**src/rtl/rstc_pkg.sv**
```systemverilog
package rstc_pkg;

    typedef enum logic [1:0] {
        PH_HOLD = 2'd0,
        PH_PWRT = 2'd1,
        PH_OST  = 2'd2,
        PH_RUN  = 2'd3
    } phase_e;

    typedef struct packed {
        logic to;
        logic pd;
    } flags_t;

    typedef enum logic [2:0] {
        CAUSE_NONE       = 3'd0,
        CAUSE_POWER      = 3'd1,
        CAUSE_BROWN      = 3'd2,
        CAUSE_MCLR_RUN   = 3'd3,
        CAUSE_MCLR_SLEEP = 3'd4,
        CAUSE_WDT_RUN    = 3'd5,
        CAUSE_WDT_SLEEP  = 3'd6
    } cause_e;

    localparam flags_t FLAGS_COLD = '{to: 1'b1, pd: 1'b1};

    // Highest-priority request wins: power, brown-out, master-clear, watchdog.
    function automatic cause_e classify(input logic por, input logic brown,
                                        input logic mclr, input logic wdt,
                                        input logic sleep);
        cause_e c;
        if (por)        c = CAUSE_POWER;
        else if (brown) c = CAUSE_BROWN;
        else if (mclr)  c = sleep ? CAUSE_MCLR_SLEEP : CAUSE_MCLR_RUN;
        else if (wdt)   c = sleep ? CAUSE_WDT_SLEEP  : CAUSE_WDT_RUN;
        else            c = CAUSE_NONE;
        return c;
    endfunction

    function automatic flags_t next_flags(input cause_e c, input flags_t cur);
        flags_t f;
        case (c)
            CAUSE_POWER,
            CAUSE_BROWN:      f = FLAGS_COLD;
            CAUSE_MCLR_SLEEP: f = '{to: 1'b1, pd: 1'b0};
            CAUSE_WDT_RUN:    f = '{to: 1'b0, pd: 1'b1};
            CAUSE_WDT_SLEEP:  f = '{to: 1'b0, pd: 1'b0};
            default:          f = cur;
        endcase
        return f;
    endfunction

endpackage

```
**src/rtl/rstc_mclr_filter.sv**
```systemverilog
module rstc_mclr_filter #(
    parameter int FILT_LEN = 4
) (
    input  logic clk,
    input  logic rst,
    input  logic pin_n,
    input  logic enable,
    output logic active
);
    localparam int CW = $clog2(FILT_LEN + 1);
    localparam logic [CW-1:0] FULL = CW'(FILT_LEN);

    logic [CW-1:0] run_q;

    always_ff @(posedge clk) begin
        if (rst) begin
            run_q <= '0;
        end else if (enable && !pin_n) begin
            if (run_q != FULL) run_q <= run_q + 1'b1;
        end else begin
            run_q <= '0;
        end
    end

    assign active = (run_q == FULL);


    filt_needs_low_chk: assert property (@(posedge clk) disable iff (rst)
        active |-> $past(enable && !pin_n));


    filt_disabled_chk: assert property (@(posedge clk) disable iff (rst)
        !enable |=> !active);

endmodule

```
**src/rtl/rstc_delay_counter.sv**
```systemverilog
module rstc_delay_counter #(
    parameter int WIDTH = 11
) (
    input  logic clk,
    input  logic clr,
    input  logic run,
    input  logic tick,
    output logic done
);
    localparam logic [WIDTH-1:0] LAST = '1;

    logic [WIDTH-1:0] cnt_q;

    always_ff @(posedge clk) begin
        if (clr)               cnt_q <= '0;
        else if (run && tick)  cnt_q <= cnt_q + 1'b1;
    end

    assign done = run && tick && (cnt_q == LAST);


    cnt_idle_chk: assert property (@(posedge clk) disable iff (clr)
        !(run && tick) |=> $stable(cnt_q));


    cnt_wrap_chk: assert property (@(posedge clk) disable iff (clr)
        done |=> (cnt_q == '0));

endmodule

```
**src/rtl/rstc_cause_logic.sv**
```systemverilog
module rstc_cause_logic
    import rstc_pkg::*;
(
    input  logic   clk,
    input  logic   por,
    input  logic   brown_act,
    input  logic   mclr_act,
    input  logic   wdt_to,
    input  logic   sleep,
    output flags_t flags,
    output logic   wake
);
    cause_e cause;
    flags_t flags_q;
    logic   wake_q;

    assign cause = classify(por, brown_act, mclr_act, wdt_to, sleep);

    always_ff @(posedge clk) begin
        if (por) begin
            flags_q <= FLAGS_COLD;
            wake_q  <= 1'b0;
        end else begin
            flags_q <= next_flags(cause, flags_q);
            wake_q  <= (cause == CAUSE_WDT_SLEEP);
        end
    end

    assign flags = flags_q;
    assign wake  = wake_q;


    wake_source_chk: assert property (@(posedge clk) disable iff (por)
        wake_q |-> $past(wdt_to && sleep));


    wdt_run_flags_chk: assert property (@(posedge clk) disable iff (por)
        (wdt_to && !sleep && !brown_act && !mclr_act) |=> (!flags_q.to && flags_q.pd));


    brown_wins_chk: assert property (@(posedge clk) disable iff (por)
        brown_act |=> (flags_q.to && flags_q.pd));

endmodule

```
**src/rtl/reset_sequencer.sv**
```systemverilog
module reset_sequencer
    import rstc_pkg::*;
#(
    parameter int PWRT_W    = 11,
    parameter int OST_W     = 10,
    parameter int MCLR_FILT = 4
) (
    input  logic clk,
    input  logic por_i,
    input  logic bod_i,
    input  logic bod_en_i,
    input  logic mclr_n_i,
    input  logic mclr_en_i,
    input  logic wdt_to_i,
    input  logic sleep_i,
    input  logic lf_tick_i,
    input  logic ext_tick_i,
    output logic chip_rst_o,
    output logic wake_o,
    output logic to_flag_o,
    output logic pd_flag_o
);
    phase_e phase_q;
    logic   brown_act;
    logic   mclr_act;
    logic   wdt_rst;
    logic   src_any;
    logic   cnt_clr;
    logic   pwrt_done;
    logic   ost_done;
    flags_t flags;

    rstc_mclr_filter #(.FILT_LEN(MCLR_FILT)) u_filter (
        .clk    (clk),
        .rst    (por_i),
        .pin_n  (mclr_n_i),
        .enable (mclr_en_i),
        .active (mclr_act)
    );

    assign brown_act = bod_i && bod_en_i;
    assign wdt_rst   = wdt_to_i && !sleep_i;
    assign src_any   = por_i || brown_act || mclr_act || wdt_rst;
    assign cnt_clr   = src_any || (phase_q == PH_HOLD);

    rstc_delay_counter #(.WIDTH(PWRT_W)) u_pwrt (
        .clk  (clk),
        .clr  (cnt_clr),
        .run  (phase_q == PH_PWRT),
        .tick (lf_tick_i),
        .done (pwrt_done)
    );

    rstc_delay_counter #(.WIDTH(OST_W)) u_ost (
        .clk  (clk),
        .clr  (cnt_clr),
        .run  (phase_q == PH_OST),
        .tick (ext_tick_i),
        .done (ost_done)
    );

    always_ff @(posedge clk) begin
        if (src_any) begin
            phase_q <= PH_HOLD;
        end else begin
            case (phase_q)
                PH_HOLD: phase_q <= PH_PWRT;
                PH_PWRT: if (pwrt_done) phase_q <= PH_OST;
                PH_OST:  if (ost_done)  phase_q <= PH_RUN;
                default: phase_q <= PH_RUN;
            endcase
        end
    end

    rstc_cause_logic u_cause (
        .clk       (clk),
        .por       (por_i),
        .brown_act (brown_act),
        .mclr_act  (mclr_act),
        .wdt_to    (wdt_to_i),
        .sleep     (sleep_i),
        .flags     (flags),
        .wake      (wake_o)
    );

    assign chip_rst_o = (phase_q != PH_RUN) || src_any;
    assign to_flag_o  = flags.to;
    assign pd_flag_o  = flags.pd;


    hold_on_request_chk: assert property (@(posedge clk) disable iff (por_i)
        src_any |=> (phase_q == PH_HOLD));


    run_after_ost_chk: assert property (@(posedge clk) disable iff (por_i)
        (phase_q == PH_RUN) |-> ($past(phase_q) == PH_OST || $past(phase_q) == PH_RUN));


    ost_after_pwrt_chk: assert property (@(posedge clk) disable iff (por_i)
        (phase_q == PH_OST) |-> ($past(phase_q) == PH_PWRT || $past(phase_q) == PH_OST));


    leave_hold_chk: assert property (@(posedge clk) disable iff (por_i)
        (phase_q == PH_HOLD && !src_any) |=> (phase_q == PH_PWRT));

endmodule

```
**config.mk**
```make
export PLATFORM = sky130hd
export DESIGN_NAME = reset_sequencer
export DESIGN_NICKNAME = d
export VERILOG_FILES = /design/src/rtl/rstc_pkg.sv /design/src/rtl/rstc_mclr_filter.sv /design/src/rtl/rstc_delay_counter.sv /design/src/rtl/rstc_cause_logic.sv /design/src/rtl/reset_sequencer.sv
export SDC_FILE = /design/constraint.sdc
export NUM_CORES = 1
export LEC_CHECK = 0
export BUFFER_PORTS_ARGS = -buffer_cell sky130_fd_sc_hd__buf_2
export CAP_MARGIN = 25
export CORE_MARGIN = 4
export CORE_UTILIZATION = 33
export CTS_CLUSTER_SIZE = 28
export DETAILED_ROUTE_END_ITERATION = 8
export GPL_TIMING_DRIVEN = 0
export PLACE_DENSITY = 0.62
export SLEW_MARGIN = 25
export SYNTH_ARGS = -nofsm -noshare
export SYNTH_HDL_FRONTEND = slang
export SYNTH_SLANG_ARGS = --single-unit
```
**constraint.sdc**
```tcl
create_clock -name clk -period 1.43 [get_ports clk]
set_input_delay 0 -clock clk [delete_from_list [all_inputs] [get_ports clk]]
set_output_delay 0 -clock clk [all_outputs]
set_load 0.02 [all_outputs]
```
==> results of run 1 <==
-- layout make-up --
| class | count | area [um2] |
|---|---|---|
| inverters | 3 | 11.3 |
| fillers | 400 | 2080 |
| well taps | 50 | 62.6 |
| clock buffers | 6 | 72.6 |
| clock inverters | 2 | 10.0 |
| multi-input cells | 120 | 1000 |
| flip-flops and latches | 29 | 592 |
| repair buffers | 32 | 258 |
| plain buffers | 7 | 61.3 |
-- sequential cells by signal (all words and copies together) (netlist names) --
signal and cells:
u_cause.wake 1, phase_q 2, u_cause.flags 2, u_ost.cnt_q 10
u_filter.run_q 3, u_pwrt.cnt_q 11
-- how the worst max path moves through the flow --
stage,start,endpoint
2_1_floorplan,u_filter.run_q[0],u_ost.cnt_q[5]
4_1_cts,u_filter.run_q[0],chip_rst_o
3_3_place_gp,u_filter.run_q[0],u_ost.cnt_q[7]
6_report,u_filter.run_q[0],chip_rst_o
5_1_grt,u_filter.run_q[1],chip_rst_o
3_5_place_dp,u_filter.run_q[0],u_ost.cnt_q[7]
-- layer usage --
layer | wire [um] | global-route usage | up-vias
met4 | 48 | 0.0494 | 0
li1 | - | - | 678
met1 | 1560 | 0.157 | 621
met3 | 145 | 0.0486 | 7
met5 | 0 | 0 | -
met2 | 1520 | 0.198 | 20
-- stage by stage --
step	utilization	setup TNS [ns]
3_5_place_dp	0.387	-2.67
3_3_place_gp	0.387	-2.78
6_report	0.499	-1.14
5_1_grt	0.499	-2.99
4_1_cts	0.449	-1.08
2_1_floorplan	-	0
-- report_power, final --
group          leakage (nW)  switching, mW  internal [mW]
Combinational         0.434         0.0828         0.0799
Sequential            0.239        0.00802          0.817
Clock                0.0450          0.318          0.336
-- logic make-up after synthesis --
logic type               share of synthesized area
AND/OR/NAND/NOR                              0.323
AO/OA/AOI/OAI                                0.131
flip-flops                                   0.398
buffers and inverters                       0.0352
multiplexers                                0.0480
XOR/XNOR                                    0.0300
adder cells (fa/ha/maj)                     0.0343
-- repair_timing --
item	in CTS	in global routing
resized for setup	20	33
endpoints found under the hold margin	4	0
cloned	0	1
buffers inserted	9	5
setup endpoints to repair	25	25
pin swaps	4	8
hold buffers	4	0
-- cells in the final DEF (no fill, tap or decap), types with 2 or more instances in the layout --
master         synthesis  layout
a21o_1                 2       2
a21oi_1               12       2
a21oi_2                0      10
buf_2                  2      12
buf_4                  1      12
buf_6                  1       5
clkbuf_1               3       3
clkbuf_8               0       5
clkinv_2               0       2
dfxtp_1               29      20
dfxtp_2                0       9
dlygate4sd3_1          0       4
ha_4                   0       2
inv_2                  0       2
mux2i_1                7       7
nand2_1               16      14
nand2_2                0       2
nand3_1                4       4
nand4_1                9       9
nand4b_1               7       7
nor2_1                10       5
nor2_4                 0       5
nor3_1                 2       2
nor4_2                 2       4
o21ai_0                7       7
o31ai_1                5       5
or3_1                  5       5
or4_1                  6       5
xor2_1                 4       4
-- worst min-delay path, stage by stage --
cell,delay [ns]
buf_2,0.07
nor2_1,0.03
nand2_1,0.10
a21oi_1,0.05
==> flow_metrics.py, run 1 <==
metrics = {
    "grt": {
        "grt_antenna_before_repair": 0,
        "grt_pass1_wl_um": 5330,
        "grt_usage": 0.127,
        "globalRouteOverflowTotal": 0,
        "grt_pass1_vias": 1208,
        "grt_max_degree": 11,
    },
    "synthesis": {
        "ys_ff_latch": 29,
        "synth_area_leaders": "dfxtp_1, mux2i_1, nand4b_1",
        "synth_top_area_frac": 0.398,
        "ys_seq_area_frac": 0.398,
        "synth-edff-count": 0,
        "syn_inst": 159,
        "synth_ff_type": "dfxtp_1",
        "synthArstFlopShare": 0,
        "avgSynthCellArea_um2": 9.18,
        "syn_nets": 173,
        "netlist_area_mm2": 0.00146,
        "yosysWarnings": 0,
        "synth_top_area_cell": "dfxtp_1",
        "ys_types": 38,
        "synth_common_cells": "dfxtp_1, nand2_1, a21oi_1",
        "synth_most_common_cell": "dfxtp_1",
    },
    "floorplan": {
        "pin_count": 14,
        "start_util": 0.352,
        "die_w_um": 74.5,
        "die_h_um": 74.5,
        "rows": 23,
        "core_mm2": 0.00414,
        "die_area_mm2": 0.00555,
    },
    "detailed_routing": {
        "vias": 1326,
        "drt_iter0_drc": 49,
        "final_antenna_net_count": 0,
        "wl_per_cell_um": 13.2,
        "drt_drc_violations_left": 0,
        "firstDrtPassIters": 3,
        "vias_per_cell": 5.33,
        "drt-total-wl_um": 3280,
    },
    "timing": {
        "relSlewSlack": 0.724,
        "fmax_mhz": 645,
        "rsz0062_at_grt": "yes",
        "drv_slew": 0,
        "min_period_over_period": 1.08,
        "worst-slew-pin-transition_ns": 0.415,
        "worst_slack_ns": -0.120,
        "finalClockSkew_ns": 0.00399,
        "hold_viol_final": 0,
        "final-setup-viol-count": 22,
        "fin_hold_ws_ns": 0.00915,
        "finalCriticalPeriod_ns": 1.55,
    },
    "clocking": {
        "cts_sinks": 29,
        "cts_tree": "built",
        "insertion_delay_ns": 0.28,
        "cts.reportedPaths.clkPinSlew_ns": 0.07,
        "htreeDepth": 2,
        "cts_root_buf": "clkbuf_8",
        "cts_max_path_buffers": 2,
        "cts_buffers": 5,
    },
    "setup_path": {
        "r2r_slack_ns": -0.07,
        "cp.arrival_ns": 1.55,
        "cpMaxStageDelayCell": "dfxtp_2",
        "path_buf_inv": 3,
        "startpoint_type": "flip-flop",
        "end_kind": "output port",
        "path_cells": "inv_2, ha_4, a221oi_4, buf_6, nand4_1, buf_4",
        "r2r_start": "u_filter.run_q[0]",
        "cp_max_fo": 2,
        "required_ns": 1.43,
        "r2r_cells": 7,
        "crit_path_max_incr_delay_ns": 0.34,
        "rr_endpoint": "u_ost.cnt_q[4]",
        "path_delay_family": "buffers and inverters",
        "crit_type": "reg2out",
        "cp.depth": 6,
    },
    "hold_path": {
        "holdPathEnd": "u_filter.run_q[1]",
        "whs_path_depth": 4,
        "hp-start": "mclr_n_i",
        "min_path_type": "in2reg",
    },
    "placement": {
        "dp.cells": 222,
        "dp_slack_ns": -0.217,
        "place_congestion": 0.712,
        "numPortBuffers": 13,
        "place_area_mm2": 0.00161,
        "hpwl_um": 2020,
    },
    "pwr": {
        "p_total_mw": 1.64,
        "max-vdd-ir-drop_v": 0.000514,
        "power_density_mw_per_mm2": 794,
        "p_leak_nw": 0.718,
    },
    "finish": {
        "antenna_cells": 0,
        "finish.net_count": 212,
        "final_cell_area_mm2": 0.00207,
        "drive_gt1_frac": 0.427,
        "syn_to_final_growth_pct": 41.7,
        "instances_no_fill": 249,
    },
    "outcome": {
        "status": "finished with violations",
        "violations": "negative setup slack",
    },
    "run": {
        "max_cap_viol_count": 0,
    },
}
Power figures use the tool's default switching activity.
==> inputs of run 2 (changes only) <==
--- a/config.mk
+++ b/config.mk
@@ -5,14 +5,15 @@
 export SDC_FILE = /design/constraint.sdc
 export NUM_CORES = 1
 export LEC_CHECK = 0
-export BUFFER_PORTS_ARGS = -buffer_cell sky130_fd_sc_hd__buf_2
 export CAP_MARGIN = 25
 export CORE_MARGIN = 4
 export CORE_UTILIZATION = 33
+export CTS_CLUSTER_DIAMETER = 150
 export CTS_CLUSTER_SIZE = 28
 export DETAILED_ROUTE_END_ITERATION = 8
+export DONT_BUFFER_PORTS = 1
 export GPL_TIMING_DRIVEN = 0
-export PLACE_DENSITY = 0.62
+export PLACE_DENSITY = 0.59
 export SLEW_MARGIN = 25
 export SYNTH_ARGS = -nofsm -noshare
 export SYNTH_HDL_FRONTEND = slang
==> flow_metrics.py, run 2 (synthesis gave the netlist of run 1 again) <==
metrics = {
    "outcome": {
        "status": "finished with violations",
        "violations": "negative setup slack",
    },
    "finish": {
        "final_common_cell": "dfxtp_1",
        "largest_reg_flops": 11,
        "instances_no_fill": 237,
        "reg_top3": "u_pwrt.cnt_q (11), u_ost.cnt_q (10), u_filter.run_q (3)",
        "finish.net_count": 200,
        "top_register": "u_pwrt.cnt_q",
        "fill_cells": 405,
        "syn_to_final_growth_pct": 31.2,
        "drive_gt1_frac": 0.299,
        "final_cell_mix": "dfxtp_1, nand2_1, buf_4",
        "antenna_cells": 0,
        "utilization": 0.462,
    },
    "timing": {
        "min_period_over_period": 1.08,
        "finalClockSkew_ns": 0.00228,
        "finalSetupTns_ns": -1.40,
        "relSlewSlack": 0.726,
        "final-setup-viol-count": 22,
        "hold_viol_final": 0,
        "worst_slack_ns": -0.108,
        "rsz0062_at_grt": "yes",
        "drv_slew": 0,
        "worst-slew-pin-transition_ns": 0.410,
        "fmax_mhz": 650,
        "finalCriticalPeriod_ns": 1.54,
    },
    "setup_path": {
        "cp.arrival_ns": 1.54,
        "path_cells": "inv_2, ha_4, a221oi_4, buf_6, nand4_1",
        "startpoint_type": "flip-flop",
        "cp_max_fo": 3,
        "crit_path_max_incr_delay_ns": 0.34,
        "r2r_start": "u_filter.run_q[1]",
        "required_ns": 1.43,
        "crit_type": "reg2out",
        "cpMaxStageDelayCell": "dfxtp_2",
        "critPathLaunch": "u_filter.run_q[1]",
        "end_kind": "output port",
    },
    "detailed_routing": {
        "vias": 1297,
        "vias_per_cell": 5.47,
        "final_antenna_net_count": 0,
        "wl_per_cell_um": 14.0,
        "drt-total-wl_um": 3320,
        "drt_drc_violations_left": 0,
        "firstDrtPassIters": 4,
        "drt_iter0_drc": 57,
    },
    "placement": {
        "numPortBuffers": 0,
        "dp.cells": 209,
        "hpwl_um": 2210,
        "place_congestion": 0.741,
    },
    "pwr": {
        "p_sw_mw": 0.370,
        "combPwrFrac": 0.083,
        "p_total_mw": 1.60,
        "max-vdd-ir-drop_v": 0.000591,
        "power_density_mw_per_mm2": 837,
        "swShare": 0.231,
        "p_int_mw": 1.23,
        "clkPwrFrac": 0.398,
        "power_frac_seq": 0.519,
        "p_leak_nw": 0.631,
    },
    "clocking": {
        "htreeDepth": 2,
        "insertion_delay_ns": 0.27,
        "cts_tree": "built",
        "cts.reportedPaths.clkPinSlew_ns": 0.06,
        "cts_max_path_buffers": 2,
        "cts_sinks": 29,
        "cts_root_buf": "clkbuf_8",
        "cts_buffers": 5,
    },
    "floorplan": {
        "die_w_um": 74.5,
        "start_util": 0.352,
        "die_area_mm2": 0.00555,
        "core_mm2": 0.00414,
        "die_h_um": 74.5,
        "rows": 23,
        "pin_count": 14,
    },
    "grt": {
        "busiest_layer": "met2",
        "globalRouteOverflowTotal": 0,
        "grt_pass1_vias": 1263,
        "grtUsageMet1": 0.157,
        "grt_antenna_before_repair": 0,
        "grt_usage": 0.133,
        "grt_pass1_wl_um": 5630,
        "gr-usage-met2": 0.214,
        "use_met3": 0.0486,
        "grt_max_degree": 11,
    },
    "run": {
        "max_cap_viol_count": 0,
    },
    "hold_path": {
        "hp-start": "lf_tick_i",
        "min_path_type": "in2reg",
    },
}
[run 2: final timing paths]
kind	cells after the start	end	slack, ns
setup / recovery	5	chip_rst_o	-0.11
hold / removal	3	u_pwrt.cnt_q[2]	0.01
setup reg to reg	7	u_ost.cnt_q[4]	-0.10
hold reg to reg	2	u_pwrt.cnt_q[6]	0.49
[run 2: critical path, delay by kind of cell, from the launching register on]
kind	cells	cell delay, ns
DFF	1	0.34
AOI/OAI and AO/OA	1	0.31
and+or+nand+nor	1	0.24
buffers and inverters	2	0.19
adders and majority gates	1	0.17
[run 2: through the flow]
stage | hold slack, ns | area, um2 | setup slack [ns]
CTS | 0.00365 | 1870 | -0.125
global route | 0.0136 | 1910 | -0.181
finish | 0.0130 | 1910 | -0.108
floorplan | 0.0970 | 1480 | 0.0102
global placement | 0.104 | 1540 | -0.219
detailed placement | 0.110 | 1540 | -0.254
[run 2: timing repair]
action,CTS,global route
endpoints found under the setup margin,25,25
hold buffers,7,0
gates cloned,1,0
resized for setup,31,5
setup buffers,9,3
hold endpoints to repair,7,0
pin swaps,9,2
[run 2: power groups by stage]
stage                     Sequential [mW]  Combinational, mW  Clock, mW
after floorplan                     0.845             0.0647          0
after global placement              0.848             0.0761          0
after detailed placement            0.848             0.0782          0
after CTS                           0.831              0.128      0.661
after global routing                0.832              0.145      0.708
final                               0.831              0.133      0.638
[run 2: cell type report]
type                    count  area [um2]  share of cell area
multi-input cells         120         937               0.490
flip-flops and latches     29         587               0.307
repair buffers             20         179              0.0935
clock buffers               8        80.1              0.0418
well taps                  50        62.6              0.0327
plain buffers               7        57.6              0.0301
inverters                   3        11.3             0.00588
[run 2: metal layers]
metal	wire length (um)	vias to the layer above	share of wire
li1	-	658	-
met1	1510	617	0.46
met2	1600	17	0.48
met3	146	5	0.044
met4	55	0	0.017
met5	0	-	0
==> inputs of run 3 (changes only) <==
--- a/config.mk
+++ b/config.mk
@@ -14,6 +14,7 @@
 export DONT_BUFFER_PORTS = 1
 export GPL_TIMING_DRIVEN = 0
 export PLACE_DENSITY = 0.59
+export SETUP_SLACK_MARGIN = 0.02
 export SLEW_MARGIN = 25
 export SYNTH_ARGS = -nofsm -noshare
 export SYNTH_HDL_FRONTEND = slang
==> flow_metrics.py, run 3 (synthesis gave the netlist of run 1 again) <==
metrics = {
    "clocking": {
        "cts_tree": "built",
        "cts.reportedPaths.clkPinSlew_ns": 0.06,
        "cts_sinks": 29,
        "insertion_delay_ns": 0.28,
        "cts_max_path_buffers": 2,
        "cts_root_buf": "clkbuf_8",
        "htreeDepth": 2,
        "cts_buffers": 5,
    },
    "grt": {
        "grt_pass1_wl_um": 5960,
        "globalRouteOverflowTotal": 0,
        "grt_usage": 0.142,
        "grt_antenna_before_repair": 0,
        "grt_pass1_vias": 1281,
        "grt_max_degree": 11,
    },
    "detailed_routing": {
        "vias_per_cell": 5.49,
        "final_antenna_net_count": 0,
        "drt-total-wl_um": 3420,
        "drt_drc_violations_left": 0,
        "vias": 1302,
        "wl_per_cell_um": 14.4,
        "drt_iter0_drc": 101,
        "firstDrtPassIters": 4,
    },
    "setup_path": {
        "r2r_slack_ns": -0.08,
        "required_ns": 1.43,
        "startpoint_type": "flip-flop",
        "cp_max_fo": 2,
        "crit_type": "reg2out",
        "end_kind": "output port",
        "cp.arrival_ns": 1.56,
    },
    "hold_path": {
        "min_path_type": "in2reg",
    },
    "finish": {
        "largest_reg_flops": 11,
        "final_common_cell": "dfxtp_1",
        "reg_top3": "u_pwrt.cnt_q (11), u_ost.cnt_q (10), u_filter.run_q (3)",
        "syn_to_final_growth_pct": 33.7,
        "drive_gt1_frac": 0.305,
        "final_cell_mix": "dfxtp_1, nand2_1, a21oi_2, nand4_1",
        "top_register": "u_pwrt.cnt_q",
        "finish.net_count": 200,
        "antenna_cells": 0,
    },
    "timing": {
        "worst_slack_ns": -0.131,
        "final-setup-viol-count": 23,
        "min_period_over_period": 1.09,
        "hold_viol_final": 0,
        "relSlewSlack": 0.716,
        "worst-slew-pin-transition_ns": 0.425,
        "drv_slew": 0,
        "fmax_mhz": 641,
        "finalClockSkew_ns": 0.00276,
        "finalCriticalPeriod_ns": 1.56,
        "rsz0062_at_grt": "yes",
        "finalSetupTns_ns": -1.20,
    },
    "placement": {
        "numPortBuffers": 0,
        "place_congestion": 0.776,
        "hpwl_um": 2110,
    },
    "floorplan": {
        "die_area_mm2": 0.00555,
        "die_w_um": 74.5,
        "rows": 23,
        "die_h_um": 74.5,
        "pin_count": 14,
        "core_mm2": 0.00414,
        "start_util": 0.352,
    },
    "run": {
        "max_cap_viol_count": 0,
    },
    "outcome": {
        "violations": "negative setup slack",
        "status": "finished with violations",
    },
    "pwr": {
        "p_leak_nw": 0.652,
        "power_density_mw_per_mm2": 836,
        "p_total_mw": 1.63,
        "max-vdd-ir-drop_v": 0.000642,
    },
}
[run 3: layer usage]
metal  up-vias  GRT usage  wire length, um
met3        10     0.0486              168
met4         0     0.0593               70
li1        653          -                -
met2        27      0.234             1690
met5         -          0                0
met1       612      0.167             1500
[run 3: cell type report]
| class | count | area, um2 |
|---|---|---|
| fill | 395 | 2190 |
| multi-input combinational | 120 | 960 |
| sequential | 29 | 587 |
| timing repair buffer | 20 | 194 |
| clock buffer | 8 | 80.1 |
| tap | 50 | 62.6 |
| buffer | 7 | 56.3 |
| inverter | 3 | 11.3 |
[run 3: what timing repair did]
| action | CTS | global route |
|---|---|---|
| gates resized for setup | 23 | 16 |
| pin swaps | 9 | 2 |
| hold buffers | 8 | 0 |
| setup endpoints to repair | 25 | 25 |
| buffers inserted | 9 | 2 |
| cloned | 1 | 0 |
| endpoints found under the hold margin | 8 | 0 |
[run 3: final timing paths]
check	to	startpoint	cells past startpoint
max	chip_rst_o	u_filter.run_q[0]	5
min	u_cause.flags[0]	wdt_to_i	2
max reg2reg	u_pwrt.cnt_q[8]	u_filter.run_q[0]	7
min reg2reg	u_pwrt.cnt_q[6]	u_pwrt.cnt_q[6]	2
[run 3: metrics by stage]
step	worst slack, ns	instances	cell area [um2]	hold slack (ns)	util
2_1_floorplan	0.0263	159	1480	0.0970	-
3_5_place_dp	-0.211	209	1540	0.119	0.373
5_1_grt	-0.189	237	1950	0.00903	0.471
3_3_place_gp	-0.186	209	1540	0.105	0.373
6_report	-0.131	237	1950	0.00555	0.471
4_1_cts	-0.0994	235	1870	0.00373	0.451
[run 3: critical path, stage by stage, from the launching register on]
cell and delay [ns]:
dfxtp_2 0.33, inv_2 0.05, ha_4 0.16, a221oi_4 0.34, buf_6 0.15, nand4_1 0.24
[run 3: power by group]
group	leakage, nW	switching [mW]	internal (mW)
logic	0.376	0.0682	0.0752
clock network	0.0395	0.312	0.345
registers	0.237	0.0143	0.817
total	0.652	0.394	1.24
